$ cat config.mk
export PLATFORM = sky130hd
export DESIGN_NAME = swallow_divider
export DESIGN_NICKNAME = d
export VERILOG_FILES = /design/src/rtl/swdiv_pkg.sv /design/src/rtl/swdiv_cfg.sv /design/src/rtl/swdiv_psc.sv /design/src/rtl/swdiv_count.sv /design/src/rtl/swallow_divider.sv
export SDC_FILE = /design/constraint.sdc
export NUM_CORES = 1
export LEC_CHECK = 0
export BUFFER_PORTS_ARGS = -buffer_cell sky130_fd_sc_hd__buf_2
export CORE_ASPECT_RATIO = 1.4
export CORE_MARGIN = 2
export CORE_UTILIZATION = 55
export CTS_BUF_LIST = sky130_fd_sc_hd__clkbuf_16
export DETAILED_ROUTE_END_ITERATION = 8
export GPL_ROUTABILITY_DRIVEN = 0
export PLACE_DENSITY_LB_ADDON = 0.3
export SYNTH_ARGS = -nofsm -noshare
export SYNTH_HDL_FRONTEND = slang
export SYNTH_SLANG_ARGS = --single-unit
export TNS_END_PERCENT = 30
$ cat constraint.sdc
create_clock -name clk -period 11.2 [get_ports clk]
set_input_delay 3.36 -clock clk [delete_from_list [all_inputs] [get_ports clk]]
set_output_delay 3.36 -clock clk [all_outputs]
set_load 0.05 [all_outputs]
$ cat src/rtl/swdiv_pkg.sv
package swdiv_pkg;

    localparam int N_W     = 11;
    localparam int A_W     = 7;
    localparam int P_SMALL = 64;
    localparam int P_LARGE = 128;
    localparam int N_MIN   = 16;
    localparam int PSC_W   = $clog2(P_LARGE + 1);

    typedef struct packed {
        logic [N_W-1:0] n;
        logic [A_W-1:0] a;
        logic           sel;
    } ratio_cfg_t;

    typedef enum logic {
        MOD_BASE  = 1'b0,
        MOD_PLUS1 = 1'b1
    } mod_e;

    localparam ratio_cfg_t CFG_DEFAULT = '{n: N_W'(N_MIN), a: '0, sel: 1'b1};

    // Legal setting: N at or above the minimum and A strictly below N.
    function automatic logic cfg_valid(ratio_cfg_t c);
        logic [N_W-1:0] a_ext;
        a_ext = {{(N_W - A_W){1'b0}}, c.a};
        return (c.n >= N_W'(N_MIN)) && (a_ext < c.n);
    endfunction

    // Down-counter start value for one prescaler period.
    function automatic logic [PSC_W-1:0] psc_reload(logic sel, mod_e m);
        int base;
        base = sel ? P_SMALL : P_LARGE;
        return PSC_W'(base - 1 + ((m == MOD_PLUS1) ? 1 : 0));
    endfunction

endpackage

$ cat src/rtl/swdiv_cfg.sv
module swdiv_cfg
    import swdiv_pkg::*;
(
    input  logic       clk,
    input  logic       rst,
    input  logic       boundary,
    input  ratio_cfg_t cfg_in,
    output ratio_cfg_t cfg_next,
    output logic       cfg_err
);

    ratio_cfg_t active_q;
    logic       in_ok;

    assign in_ok   = cfg_valid(cfg_in);
    assign cfg_err = !in_ok;

    always_comb begin
        cfg_next = active_q;
        if (rst) begin
            cfg_next = in_ok ? cfg_in : CFG_DEFAULT;
        end else if (boundary && in_ok) begin
            cfg_next = cfg_in;
        end
    end

    always_ff @(posedge clk) begin
        active_q <= cfg_next;
    end

    AST_ACTIVE_VALID: assert property (@(posedge clk) disable iff (rst)
        cfg_valid(active_q));

    AST_CFG_HOLD: assert property (@(posedge clk) disable iff (rst)
        !boundary |=> $stable(active_q));

endmodule

$ cat src/rtl/swdiv_psc.sv
module swdiv_psc
    import swdiv_pkg::*;
(
    input  logic clk,
    input  logic rst,
    input  logic sel_next,
    input  mod_e mod_next,
    output logic pre_tc
);

    logic [PSC_W-1:0] cnt_q;

    assign pre_tc = (cnt_q == '0);

    always_ff @(posedge clk) begin
        if (rst || pre_tc) begin
            cnt_q <= psc_reload(sel_next, mod_next);
        end else begin
            cnt_q <= cnt_q - 1'b1;
        end
    end

    AST_PSC_RANGE: assert property (@(posedge clk) disable iff (rst)
        cnt_q <= PSC_W'(P_LARGE));

    AST_PSC_TC_SPACED: assert property (@(posedge clk) disable iff (rst)
        pre_tc |=> !pre_tc);

endmodule

$ cat src/rtl/swdiv_count.sv
module swdiv_count
    import swdiv_pkg::*;
(
    input  logic       clk,
    input  logic       rst,
    input  logic       pre_tc,
    input  ratio_cfg_t cfg_next,
    output logic       boundary,
    output mod_e       mod_now,
    output mod_e       mod_next
);

    logic [N_W-1:0] main_q, main_d;
    logic [A_W-1:0] sw_q,   sw_d;

    assign boundary = !rst && pre_tc && (main_q == N_W'(1));

    always_comb begin
        main_d = main_q;
        sw_d   = sw_q;
        if (rst || boundary) begin
            main_d = cfg_next.n;
            sw_d   = cfg_next.a;
        end else if (pre_tc) begin
            main_d = main_q - 1'b1;
            if (sw_q != '0) begin
                sw_d = sw_q - 1'b1;
            end
        end
    end

    always_ff @(posedge clk) begin
        main_q <= main_d;
        sw_q   <= sw_d;
    end

    assign mod_now  = (sw_q != '0) ? MOD_PLUS1 : MOD_BASE;
    assign mod_next = (sw_d != '0) ? MOD_PLUS1 : MOD_BASE;

    AST_SWALLOW_BELOW_MAIN: assert property (@(posedge clk) disable iff (rst)
        {{(N_W - A_W){1'b0}}, sw_q} < main_q);

    AST_MC_NO_REARM: assert property (@(posedge clk) disable iff (rst)
        (mod_now == MOD_BASE) && !boundary |=> (mod_now == MOD_BASE));

endmodule

$ cat src/rtl/swallow_divider.sv
module swallow_divider
    import swdiv_pkg::*;
(
    input  logic           clk,
    input  logic           rst,
    input  logic [N_W-1:0] main_ratio,
    input  logic [A_W-1:0] swallow_ratio,
    input  logic           mod_sel,
    output logic           fp_pulse,
    output logic           mod_ctl,
    output logic           cfg_err
);

    ratio_cfg_t cfg_in;
    ratio_cfg_t cfg_next;
    logic       boundary;
    logic       pre_tc;
    mod_e       mod_now;
    mod_e       mod_next;

    assign cfg_in = '{n: main_ratio, a: swallow_ratio, sel: mod_sel};

    swdiv_cfg u_cfg (
        .clk      (clk),
        .rst      (rst),
        .boundary (boundary),
        .cfg_in   (cfg_in),
        .cfg_next (cfg_next),
        .cfg_err  (cfg_err)
    );

    swdiv_psc u_psc (
        .clk      (clk),
        .rst      (rst),
        .sel_next (cfg_next.sel),
        .mod_next (mod_next),
        .pre_tc   (pre_tc)
    );

    swdiv_count u_count (
        .clk      (clk),
        .rst      (rst),
        .pre_tc   (pre_tc),
        .cfg_next (cfg_next),
        .boundary (boundary),
        .mod_now  (mod_now),
        .mod_next (mod_next)
    );

    assign fp_pulse = boundary;
    assign mod_ctl  = (mod_now == MOD_PLUS1);

    AST_FP_SINGLE: assert property (@(posedge clk) disable iff (rst)
        fp_pulse |=> !fp_pulse);

    AST_FP_MC_LOW: assert property (@(posedge clk) disable iff (rst)
        fp_pulse |-> !mod_ctl);

    AST_RST_QUIET: assert property (@(posedge clk)
        rst |-> !fp_pulse);

endmodule

[Word-level counts from Yosys, hierarchy flattened]
Index checks and enable logic that the tools add are counted.
Cells by class
  equal/unequal tests: 1
  mux-type cells: 13
  magnitude comparators: 2
  $add $sub $neg: 5
  reductions and logical operators: 12
Operators by type and width (number)
  two-way mux 19 bit: 3
  two-way mux 11 bit: 2
  two-way mux 7 bit: 3
  two-way mux 8 bit: 2
  nonzero test 7 bit: 2
  equality test 11 x 1 -> 1 bit (second input constant): 1
  >= comparator 11 x 5 -> 1 bit (second input constant): 1
  < comparator 7 x 11 -> 1 bit: 1
  subtractor 11 x 1 -> 11 bit (second input constant): 1
  adder 8 bit: 1
  logical NOT 8 bit: 1
  subtractor 8 x 1 -> 8 bit (second input constant): 1
  subtractor 8 x 2 -> 8 bit (second input constant): 1
  subtractor 7 x 1 -> 7 bit (second input constant): 1
  logical AND 1 bit: 4
  two-way mux 1 bit: 3
  logical NOT 1 bit: 2
  logical OR 1 bit: 2
  nonzero test 2 bit: 1
Storage, ports and cells
  register bits: 45
  bits of input ports: 21
  output and inout port bits: 3
  word-level logic and storage cells: 39

[Depth between registers and ports, before layout]
Gate-level depths: netlist (run 1).
  depth in word-level cells: 12
  depth in mapped cells: 14
  mapped depth without buffers: 13

[Modules after synthesis]
Synthesis (run 1) repeated with hierarchy kept, for this count alone.
Second synthesis, totals
  cells, all modules: 253
  area, all modules: 2483.6 µm²
Modules (own cells, without submodules)
  swdiv_count: times used 1, sequential area each 470.5 µm², cells an instance 132, area each 1203.7 µm²
  swdiv_cfg: times used 1, sequential area each 380.4 µm², cells an instance 78, area each 860.8 µm²
  swdiv_psc: times used 1, sequential area each 160.2 µm², cells an instance 43, area each 419.2 µm²

[Worst setup path before layout (run 1)]
Ideal clock, no wire load.
  kind: input to output
  start: input main_ratio[4]
  end: output cfg_err
  stages: 7
  required time: 7.840 ns
  path buffers: 0
  data arrival time: 4.714 ns
  setup slack: 3.126 ns
  cell sequence: inv_1 ha_1 a211o_1 o211ai_1 o211ai_1 nand2_1 clkinv_1
Between the ends
  word-level cells in the longest chain between the ends: 3
  elaborated cells between the ends (all ways): 4
  those cells by class: order compare (2); reduce/logical (2)
RTL lines
  start: declaration: line swallow_divider.sv:6  | input logic [N_W-1:0] main_ratio,
  >= comparator 11 x 5 -> 1 bit / < comparator 7 x 11 -> 1 bit (equally long branches): line swdiv_pkg.sv:27  | return (c.n >= N_W'(N_MIN)) && (a_ext < c.n);
  logical AND 1 bit *: line swdiv_pkg.sv:27
  logical NOT 1 bit *: line swdiv_cfg.sv:16  | assign cfg_err = !in_ok;
  end: declaration: line swallow_divider.sv:11  | output logic cfg_err
Mark *: on every way between the ends. The rest lies on a longest branch, timed or not.

[Worst setup path after layout (run 1)]
Same ends and word-level chain as after synthesis.

==> flow_summary.json, run 1 <==
{
  "dpl.hpwl_microns": 4100,
  "p_sw_share_pct": 32.2,
  "synth_edf_count": 11,
  "rr_worst_depth": 12,
  "height_of_the_chip_microns": 82.3,
  "vias_per_cell": 6.14,
  "floorplan.initialDensity_pct": 57.3,
  "first_global_vias": 1828,
  "timing.hold.worst.start": "u_cfg.active_q[11]$_DFF_P_",
  "detail_route.first_pass.iterations": 4,
  "overflow": 0,
  "netlist.top_cell.by_area": "dfxtp_1",
  "synthesized_instance_count": 238,
  "numClockSinks": 45,
  "placed_cells_incl_taps": 300,
  "critPathMaxFanout": 8,
  "placement_cell_area_sq_um": 2560,
  "rows": 28,
  "finalSetupViolCount": 0,
  "std_cell_core_area_sq_um": 4200,
  "synth_sequential_area_ratio_pct": 42.0,
  "worst_min_delay_path_endpoint": "u_cfg.active_q[11]$_DFF_P_",
  "crit-reg2reg-capture": "u_psc.cnt_q[6]$_DFF_P_",
  "synth_simple_gate_area_share_pct": 17.7,
  "worst_ep_required_time_ns": 7.84,
  "synth-compound-area-share_pct": 18.2,
  "dieWidth_microns": 59.9,
  "synth-seq-cells": 45,
  "largest_family_of_logic_cells_by_synthesized_area": "compound AO/OA/AOI/OAI gates",
  "finalHoldViolations": 0,
  "hold_path.class": "flip-flop to flip-flop",
  "timing.critical_path.slowest_stage_cell": "ha_1",
  "final_nets": 296,
  "post-route-drc-count": 0,
  "antenna-diode-count": 0,
  "synthMuxAreaShare_pct": 6.85,
  "maxCapViolCount": 0,
  "clock_network_fraction_of_total_power_pct": 26.2,
  "status": "complete, no violations",
  "crit_start_category": "input port",
  "synth_commonest_cells": "dfxtp_1 (34), inv_1 (15), ha_1 (13), nand2_1 (13)",
  "grt_antenna_before_repair": 0,
  "cts-buffers-inserted": 5,
  "setup_repair_after_global_routing_missed_its_margin": "no",
  "drt_iter0_drc": 69,
  "tritoncts_clock_tree": "done",
  "timing.critical_path.arrival_ns": 4.98,
  "leakage_nw": 1.12,
  "worst_slew_margin_pct": 39.6,
  "largest_incremental_delay_on_the_critical_path_ns": 0.31,
  "pwr_density_cell_nw_per_um2": 192,
  "grt_max_degree": 22,
  "finClkSkew_ns": 0.00622,
  "cts.path.max_buffers": 2,
  "synthTopCellsByArea": "dfxtp_1 (28%), edfxtp_1 (14%), ha_1 (6.7%)",
  "wire_length_of_the_first_global_routing_pass_microns": 8510,
  "post_synth_instance_area_sq_um": 2410,
  "yosys_most_used_dff": "dfxtp_1",
  "internal_power_w": 0.000352,
  "reg2reg_from": "u_psc.cnt_q[0]$_DFF_P_",
  "holdWs_ns": 0.459,
  "critical_path_class": "input port to output pin",
  "period_share_pct": 74.5,
  "fmax_ghz": 0.120,
  "setup.reg_to_reg.worst_slack_ns": 6.82,
  "cts_repair_resize_count": 0,
  "clockRootBuffer": "clkbuf_16",
  "asyncSetResetFlopFracSynth_pct": 0,
  "worst-slew-pin-transition_ns": 0.906,
  "floorplan.die_area_sq_um": 4930,
  "tns_ns": 0,
  "post-synth-top-area-fraction_pct": 28.2,
  "worstSkewPairLatency_ns": 0.28,
  "nFillCells": 356,
  "top_level_ports": 24,
  "synthAdderAreaFrac_pct": 6.75,
  "mappedNetlistNets": 272,
  "drive_gt1_share_pct": 19.0,
  "switching_power_w": 0.000167,
  "design_area_sq_um": 2700,
  "via_count": 1891,
  "buffer_ports.inserted": 23,
  "avgSynthCellArea_sq_um": 10.1,
  "clkSlewWorstSetupHoldPaths_ns": 0.06,
  "postCtsHoldBufs": 0,
  "number_of_h_tree_levels": 2,
  "wl_cell_microns": 17.5,
  "period_minus_slack_ns": 8.34,
  "synth_cell_type_count": 45,
  "min_delay_path_depth": 2,
  "finalCoreUtilization_pct": 64.3,
  "drt.antenna.violating_nets": 0,
  "worst_setup_path_end_kind": "output pin",
  "number_of_buffers_inserted_to_repair_setup_after_cts": 0,
  "share_seq_of_total_power_pct": 45.1,
  "p_comb_share_pct": 28.7,
  "synth.yosys.warnings": 0,
  "synth.most_common_cell": "dfxtp_1",
  "timing.final.max_slew_violations": 0,
  "finalNonFillerCells": 308,
  "cp_cell_sequence": "buf_2 -> inv_1 -> ha_1 -> a211o_1 -> o211ai_1 -> o211ai_1 -> nand2_1 -> clkinv_1 -> buf_2",
  "synth_xor_xnor_area_share_pct": 4.72,
  "postRouteWirelength_microns": 5380,
  "areaGrowthSynthToFinish_pct": 12.1,
  "worst_ir_drop_vdd_v": 0.000144,
  "globalRouteTotalUtil_pct": 23.7
}
==> per-layer routing <==
metal | vias up | GRT usage [%] | share of wire, %
met4 | 0 | 9.33 | 1.9
met1 | 911 | 27.8 | 42
met3 | 9 | 5.30 | 2.9
met5 | - | 0 | 0
li1 | 940 | - | -
met2 | 31 | 41.0 | 53
==> registers in the layout, indices dropped and copies added (netlist names) <==
signal	count
u_cfg.active_q	19
u_psc.cnt_q	8
u_count.sw_q	7
u_count.main_q	11
==> power by group through the flow <==
stage / clock network, W / registers [W] / logic, W
floorplan: 0 / 0.000230 / 0.000117
global placement: 0 / 0.000236 / 0.000144
detailed placement: 0 / 0.000237 / 0.000148
CTS: 0.000140 / 0.000234 / 0.000149
global route: 0.000145 / 0.000238 / 0.000165
finish: 0.000136 / 0.000234 / 0.000149
==> layout make-up <==
type	instances	area [sq um]	area share (%)
Timing Repair Buffer	25	130	4.82
Sequential cell	45	1010	37.4
Inverter	16	60.1	2.22
Tap cell	45	56.3	2.08
Clock buffer	5	125	4.63
Multi-Input combinational cell	169	1310	48.4
Clock inverter	3	11.3	0.417
==> how the worst max path moves through the flow <==
stage	from	end	slack, ns	depth (start not counted)
floorplan	main_ratio[4]	cfg_err	3.13	7
global placement	main_ratio[4]	cfg_err	2.93	9
detailed placement	main_ratio[4]	cfg_err	2.87	9
CTS	main_ratio[4]	cfg_err	2.87	9
global route	main_ratio[2]	cfg_err	2.75	9
finish	main_ratio[4]	cfg_err	2.86	9
==> cell families after synthesis <==
kind of cell,Yosys count
flip-flops,45
adder cells (fa/ha/maj),13
AO/OA/AOI/OAI,58
multiplexers,15
buffers and inverters,24
AND/OR/NAND/NOR,70
XOR/XNOR,13
==> metrics by stage <==
| step | setup slack, ns | total power, W |
|---|---|---|
| 6_report | 2.86 | 0.000518 |
| 5_1_grt | 2.75 | 0.000548 |
| 4_1_cts | 2.87 | 0.000523 |
| 3_5_place_dp | 2.87 | 0.000384 |
| 3_3_place_gp | 2.93 | 0.000380 |
| 2_1_floorplan | 3.13 | 0.000347 |
==> cells in the final DEF, fill, tap and decap left out, types with 8 or more instances in the layout <==
cell type,count
dfxtp_1,34
buf_2,23
inv_1,17
nand2_1,13
ha_1,13
a22o_1,12
mux2_2,12
nor2_1,11
edfxtp_1,11
a21oi_1,9
nor3b_1,8
==> worst max-delay path, delay by kind of cell <==
family	cells	cell delay, ns
AO/OA/AOI/OAI	3	0.49
adder cells (fa/ha/maj)	1	0.31
buffers and inverters	4	0.65
AND/OR/NAND/NOR	1	0.15
Note: power is estimated with default switching activity, not from simulation.
==> run 2, diff against run 1 <==
--- a/config.mk
+++ b/config.mk
@@ -5,10 +5,11 @@
 export SDC_FILE = /design/constraint.sdc
 export NUM_CORES = 1
 export LEC_CHECK = 0
+export ABC_AREA = 1
 export BUFFER_PORTS_ARGS = -buffer_cell sky130_fd_sc_hd__buf_2
 export CORE_ASPECT_RATIO = 1.4
 export CORE_MARGIN = 2
-export CORE_UTILIZATION = 55
+export CORE_UTILIZATION = 54
 export CTS_BUF_LIST = sky130_fd_sc_hd__clkbuf_16
 export DETAILED_ROUTE_END_ITERATION = 8
 export GPL_ROUTABILITY_DRIVEN = 0
==> constraint.sdc (replaced) <==
create_clock -name clk -period 7.1 [get_ports clk]
set_input_delay 2.13 -clock clk [delete_from_list [all_inputs] [get_ports clk]]
set_output_delay 2.13 -clock clk [all_outputs]
set_load 0.05 [all_outputs]
==> flow_summary.json, run 2 <==
{
  "status": "complete, no violations",
  "mostFrequentLayoutCells": "nand2_1 (65), inv_1 (53), nor2_1 (34), dfxtp_1 (34), buf_2 (23)",
  "critPathBufInv": 3,
  "layout_commonest_cell": "nand2_1",
  "via_count": 2310,
  "setup_repair_after_global_routing_missed_its_margin": "no",
  "worst_setup_path_end_kind": "output pin",
  "tritoncts_clock_tree": "done",
  "detail_route.first_pass.iterations": 4,
  "registers.top_by_ff_count": "u_cfg.active_q",
  "rr_worst_depth": 18,
  "areaGrowthSynthToFinish_pct": 9.71,
  "grt_antenna_before_repair": 0,
  "number_of_buffers_inserted_to_repair_setup_after_cts": 0,
  "maxCapViolCount": 0,
  "post-synth-top-area-fraction_pct": 24.2,
  "vias_per_cell": 5.17,
  "synthTopCellsByArea": "dfxtp_1 (24%), edfxtp_1 (12%), nand2_1 (8.7%)",
  "wl_cell_microns": 12.5,
  "timing.critical_path.arrival_ns": 3.47,
  "period_minus_slack_ns": 5.60,
  "placement_cell_area_sq_um": 2940,
  "synth-compound-area-share_pct": 10.2,
  "drt.antenna.violating_nets": 0,
  "timing.final.max_slew_violations": 0,
  "pwr_density_cell_nw_per_um2": 272,
  "dieWidth_microns": 64.9,
  "nFillCells": 487,
  "worst_slew_margin_pct": 58.2,
  "crit_start_category": "input port",
  "critical_path.top_delay_family": "buffers and inverters",
  "cts.path.max_buffers": 2,
  "yosys_most_used_dff": "dfxtp_1",
  "biggest_regs": "u_cfg.active_q x19, u_count.main_q x11, u_psc.cnt_q x8",
  "avgSynthCellArea_sq_um": 7.86,
  "synth_xor_xnor_area_share_pct": 4.37,
  "netlist.top_cell.by_area": "dfxtp_1",
  "crit_end": "cfg_err",
  "std_cell_core_area_sq_um": 5080,
  "buffer_ports.inserted": 23,
  "rows": 31,
  "asyncSetResetFlopFracSynth_pct": 0,
  "synth_commonest_cells": "nand2_1 (65), inv_1 (51), dfxtp_1 (34), nor2_1 (34), o21ai_0 (21)",
  "setup.reg_to_reg.worst_slack_ns": 4.39,
  "drive_gt1_share_pct": 21.3,
  "numClockSinks": 45,
  "leakage_nw": 1.47,
  "overflow": 0,
  "postCtsHoldBufs": 0,
  "grt_max_degree": 26,
  "synth_edf_count": 11,
  "reg2reg_from": "u_psc.cnt_q[0]$_DFF_P_",
  "worst_ep_required_time_ns": 4.97,
  "synth_sequential_area_ratio_pct": 36.0,
  "cp_cell_sequence": "buf_2 -> inv_2 -> ha_1 -> a21oi_1 -> nand2_1 -> nand2_1 -> nand3_1 -> buf_2",
  "synthesized_instance_count": 357,
  "critical_path_class": "input port to output pin",
  "dpl.hpwl_microns": 4330,
  "crit-reg2reg-capture": "u_psc.cnt_q[6]$_DFF_P_",
  "worstSkewPairLatency_ns": 0.28,
  "synth.most_common_cell": "nand2_1",
  "cts_repair_resize_count": 0,
  "synth-seq-cells": 45,
  "period_share_pct": 78.9,
  "synth_simple_gate_area_share_pct": 31.4,
  "critPathLaunch": "main_ratio[6]",
  "tns_ns": 0,
  "finalHoldViolations": 0,
  "postRouteWirelength_microns": 5590,
  "timing.critical_path.slowest_stage_cell": "ha_1",
  "synthMuxAreaShare_pct": 1.60,
  "first_global_vias": 2193,
  "synthAdderAreaFrac_pct": 5.79,
  "finalSetupViolCount": 0,
  "synth.yosys.warnings": 0,
  "cts-buffers-inserted": 5,
  "largest_register_ff_count": 19,
  "floorplan.die_area_sq_um": 5800,
  "clockRootBuffer": "clkbuf_16",
  "top_level_ports": 24,
  "number_of_h_tree_levels": 2,
  "hold_path.class": "flip-flop to flip-flop",
  "worst-slew-pin-transition_ns": 0.627,
  "clkSlewWorstSetupHoldPaths_ns": 0.06,
  "synth_cell_type_count": 44,
  "fmax_ghz": 0.179,
  "height_of_the_chip_microns": 89.3,
  "post-route-drc-count": 0,
  "largest_incremental_delay_on_the_critical_path_ns": 0.32,
  "design_area_sq_um": 3080,
  "wire_length_of_the_first_global_routing_pass_microns": 9640,
  "post_synth_instance_area_sq_um": 2810,
  "critPathMaxFanout": 8,
  "globalRouteTotalUtil_pct": 21.5,
  "final_nets": 414,
  "mappedNetlistNets": 391,
  "worst_ir_drop_vdd_v": 0.000232,
  "drt_iter0_drc": 135,
  "timing.critical_path.depth": 8,
  "floorplan.initialDensity_pct": 55.3,
  "largest_family_of_logic_cells_by_synthesized_area": "simple AND/OR/NAND/NOR gates",
  "antenna-diode-count": 0,
  "finClkSkew_ns": 0.00541
}
## run 2: power breakdown
part           leakage (nW)  switching, W  internal (W)
clock network        0.0724     0.0000913      0.000128
registers             0.395     0.0000340      0.000323
logic                  1.01      0.000161      0.000101
total                  1.47      0.000286      0.000551
## run 2: area by class of cell
cell class	instances	area [sq um]	area share (%)
repair buffers	23	115	3.74
inverters	59	234	7.60
multi-input cells	246	1500	48.6
clock buffers	5	125	4.06
clock inverters	3	15.0	0.487
well taps	66	82.6	2.68
flip-flops and latches	45	1010	32.8
## run 2: worst register-to-register path: stages, from the launching register on
cell and delay [ns]:
dfxtp_1 0.30, inv_1 0.13, ha_1 0.17, nand2_1 0.08, nor2_4 0.27, nand2_2 0.10, nor2_4 0.14, inv_2 0.06
nand2_4 0.22, inv_2 0.18, nand4_1 0.10, nand2_1 0.07, inv_1 0.08, nand2_2 0.06, nor2_4 0.11, nand2_1 0.07
ha_1 0.27, nand2_1 0.06, o21ai_0 0.08
## run 2: how the worst min path moves through the flow
stage                                           from                         end  slack, ns  cells after the start
after floorplan           u_cfg.active_q[12]$_DFF_P_  u_cfg.active_q[12]$_DFF_P_       0.43                      2
after global placement    u_cfg.active_q[16]$_DFF_P_  u_cfg.active_q[16]$_DFF_P_       0.46                      1
after detailed placement  u_cfg.active_q[16]$_DFF_P_  u_cfg.active_q[16]$_DFF_P_       0.46                      1
after CTS                 u_cfg.active_q[16]$_DFF_P_  u_cfg.active_q[16]$_DFF_P_       0.48                      1
after global routing      u_cfg.active_q[18]$_DFF_P_  u_cfg.active_q[18]$_DFF_P_       0.49                      1
final                     u_cfg.active_q[16]$_DFF_P_  u_cfg.active_q[16]$_DFF_P_       0.47                      1
## run 2: logic make-up (layout without fill, tap and decap cells)
group,count (synthesis),in the layout
AO/OA/AOI/OAI,44,44
XOR/XNOR,14,14
adder cells (fa/ha/maj),13,13
buffers and inverters,66,90
flip-flops,45,45
multiplexers,4,4
AND/OR/NAND/NOR,171,171
## run 2: stage by stage
stage / total power, W / setup slack [ns] / instances / hold slack (ns) / utilization, %
final: 0.000837 / 1.50 / 447 / 0.472 / 60.6
after CTS: 0.000843 / 1.49 / 447 / 0.476 / 60.6
after floorplan: 0.000569 / 1.73 / 357 / 0.433 / -
after global routing: 0.000900 / 1.37 / 447 / 0.495 / 60.6
after detailed placement: 0.000623 / 1.50 / 439 / 0.462 / 57.9
after global placement: 0.000612 / 1.53 / 439 / 0.460 / 57.9
## run 2: layer usage
| metal | vias up | GRT usage (%) | wire length (microns) |
|---|---|---|---|
| met3 | 8 | 3.90 | 164 |
| met1 | 1071 | 24.3 | 2430 |
| met5 | - | 0 | 0 |
| met4 | 0 | 7.74 | 106 |
| met2 | 37 | 40.2 | 2880 |
| li1 | 1194 | - | - |
==> run 3, diff against run 2 <==
==> constraint.sdc (replaced) <==
create_clock -name clk -period 4.85 [get_ports clk]
set_input_delay 1.455 -clock clk [delete_from_list [all_inputs] [get_ports clk]]
set_output_delay 1.455 -clock clk [all_outputs]
set_load 0.05 [all_outputs]
==> flow_summary.json, run 3 (synthesis results as in run 2) <==
{
  "wire_length_of_the_first_global_routing_pass_microns": 9430,
  "fmax_ghz": 0.235,
  "clockRootBuffer": "clkbuf_16",
  "wl_cell_microns": 12.4,
  "worst_slew_margin_pct": 57.1,
  "tritoncts_clock_tree": "done",
  "dpl.hpwl_microns": 4350,
  "buffer_ports.inserted": 23,
  "crit_start_category": "input port",
  "timing.critical_path.arrival_ns": 2.81,
  "top_level_ports": 24,
  "via_count": 2287,
  "postCtsHoldBufs": 0,
  "height_of_the_chip_microns": 89.3,
  "globalRouteTotalUtil_pct": 21.0,
  "hold_path.class": "flip-flop to flip-flop",
  "registers.top_by_ff_count": "u_cfg.active_q",
  "areaGrowthSynthToFinish_pct": 9.71,
  "cts-buffers-inserted": 5,
  "finClkSkew_ns": 0.00439,
  "worstSkewPairLatency_ns": 0.28,
  "largest_register_ff_count": 19,
  "biggest_regs": "u_cfg.active_q x19, u_count.main_q x11, u_psc.cnt_q x8",
  "critical_path_class": "input port to output pin",
  "pwr_density_cell_nw_per_um2": 397,
  "finalSetupViolCount": 0,
  "mostFrequentLayoutCells": "nand2_1 (65), inv_1 (53), nor2_1 (34), dfxtp_1 (34), buf_2 (23)",
  "drt.antenna.violating_nets": 0,
  "overflow": 0,
  "number_of_h_tree_levels": 2,
  "first_global_vias": 2211,
  "numClockSinks": 45,
  "antenna-diode-count": 0,
  "period_share_pct": 87.9,
  "grt_antenna_before_repair": 0,
  "post-route-drc-count": 0,
  "rows": 31,
  "worst_setup_path_end_kind": "output pin",
  "drt_iter0_drc": 103,
  "number_of_buffers_inserted_to_repair_setup_after_cts": 0,
  "status": "complete, no violations",
  "maxCapViolCount": 0,
  "period_minus_slack_ns": 4.26,
  "postRouteWirelength_microns": 5530,
  "vias_per_cell": 5.12,
  "floorplan.die_area_sq_um": 5800,
  "worst_ep_required_time_ns": 3.39,
  "timing.final.max_slew_violations": 0,
  "cts.path.max_buffers": 2,
  "finalHoldViolations": 0,
  "leakage_nw": 1.47,
  "grt_max_degree": 26,
  "clkSlewWorstSetupHoldPaths_ns": 0.06,
  "cts_repair_resize_count": 0,
  "detail_route.first_pass.iterations": 4,
  "drive_gt1_share_pct": 21.3,
  "worst-slew-pin-transition_ns": 0.643,
  "dp_slack_ns": 0.590,
  "floorplan.initialDensity_pct": 55.3,
  "placement_cell_area_sq_um": 2940,
  "tns_ns": 0,
  "worst_ir_drop_vdd_v": 0.000335,
  "design_area_sq_um": 3080,
  "finalWorstSetupSlack_ns": 0.588,
  "setup_repair_after_global_routing_missed_its_margin": "no",
  "layout_commonest_cell": "nand2_1",
  "dieWidth_microns": 64.9,
  "final_nets": 414,
  "std_cell_core_area_sq_um": 5080,
  "critPathMaxFanout": 8
}
==> run 3: metal layers <==
layer | share of wire (%) | vias up | track usage [%]
li1 | - | 1197 | -
met4 | 1.2 | 0 | 7.54
met2 | 53 | 33 | 39.2
met5 | 0 | - | 0
met3 | 2.9 | 6 | 4.03
met1 | 43 | 1051 | 23.7
==> run 3: power breakdown <==
| group | switching [W] | internal (W) |
|---|---|---|
| Combinational | 0.000233 | 0.000147 |
| Clock | 0.000132 | 0.000187 |
| Sequential | 0.0000506 | 0.000472 |
| Total | 0.000416 | 0.000807 |
==> run 3: stage by stage <==
stage	total power, W	cells	util, %	hold slack (ns)
6_report	0.00122	447	60.6	0.472
5_1_grt	0.00132	447	60.6	0.489
4_1_cts	0.00124	447	60.6	0.476
3_5_place_dp	0.000912	439	57.9	0.462
3_3_place_gp	0.000896	439	57.9	0.460
2_1_floorplan	0.000833	357	-	0.433
==> run 3: path summary, 6_finish.rpt <==
kind | startpoint | to | slack [ns] | depth (start not counted)
max reg2reg | u_psc.cnt_q[0]$_DFF_P_ | u_psc.cnt_q[6]$_DFF_P_ | 2.15 | 18
min reg2reg | u_cfg.active_q[16]$_DFF_P_ | u_cfg.active_q[16]$_DFF_P_ | 0.47 | 1
max | main_ratio[4] | cfg_err | 0.59 | 10
min | u_cfg.active_q[16]$_DFF_P_ | u_cfg.active_q[16]$_DFF_P_ | 0.47 | 1
==> run 3: final cells by class <==
type / count / area [sq um]
inverter: 59 / 234
fill: 467 / 2000
multi-input combinational: 246 / 1500
clock buffer: 5 / 125
timing repair buffer: 23 / 115
clock inverter: 3 / 15.0
sequential: 45 / 1010
tap: 66 / 82.6
==> run 3: worst max-delay path, cell delays in order <==
cell and delay [ns]:
buf_2 0.10, inv_1 0.06, ha_1 0.32, nand2_1 0.09, nand2_1 0.05, nand2_1 0.06
nand2_1 0.05, nand2_1 0.05, nand3_1 0.25, buf_2 0.32
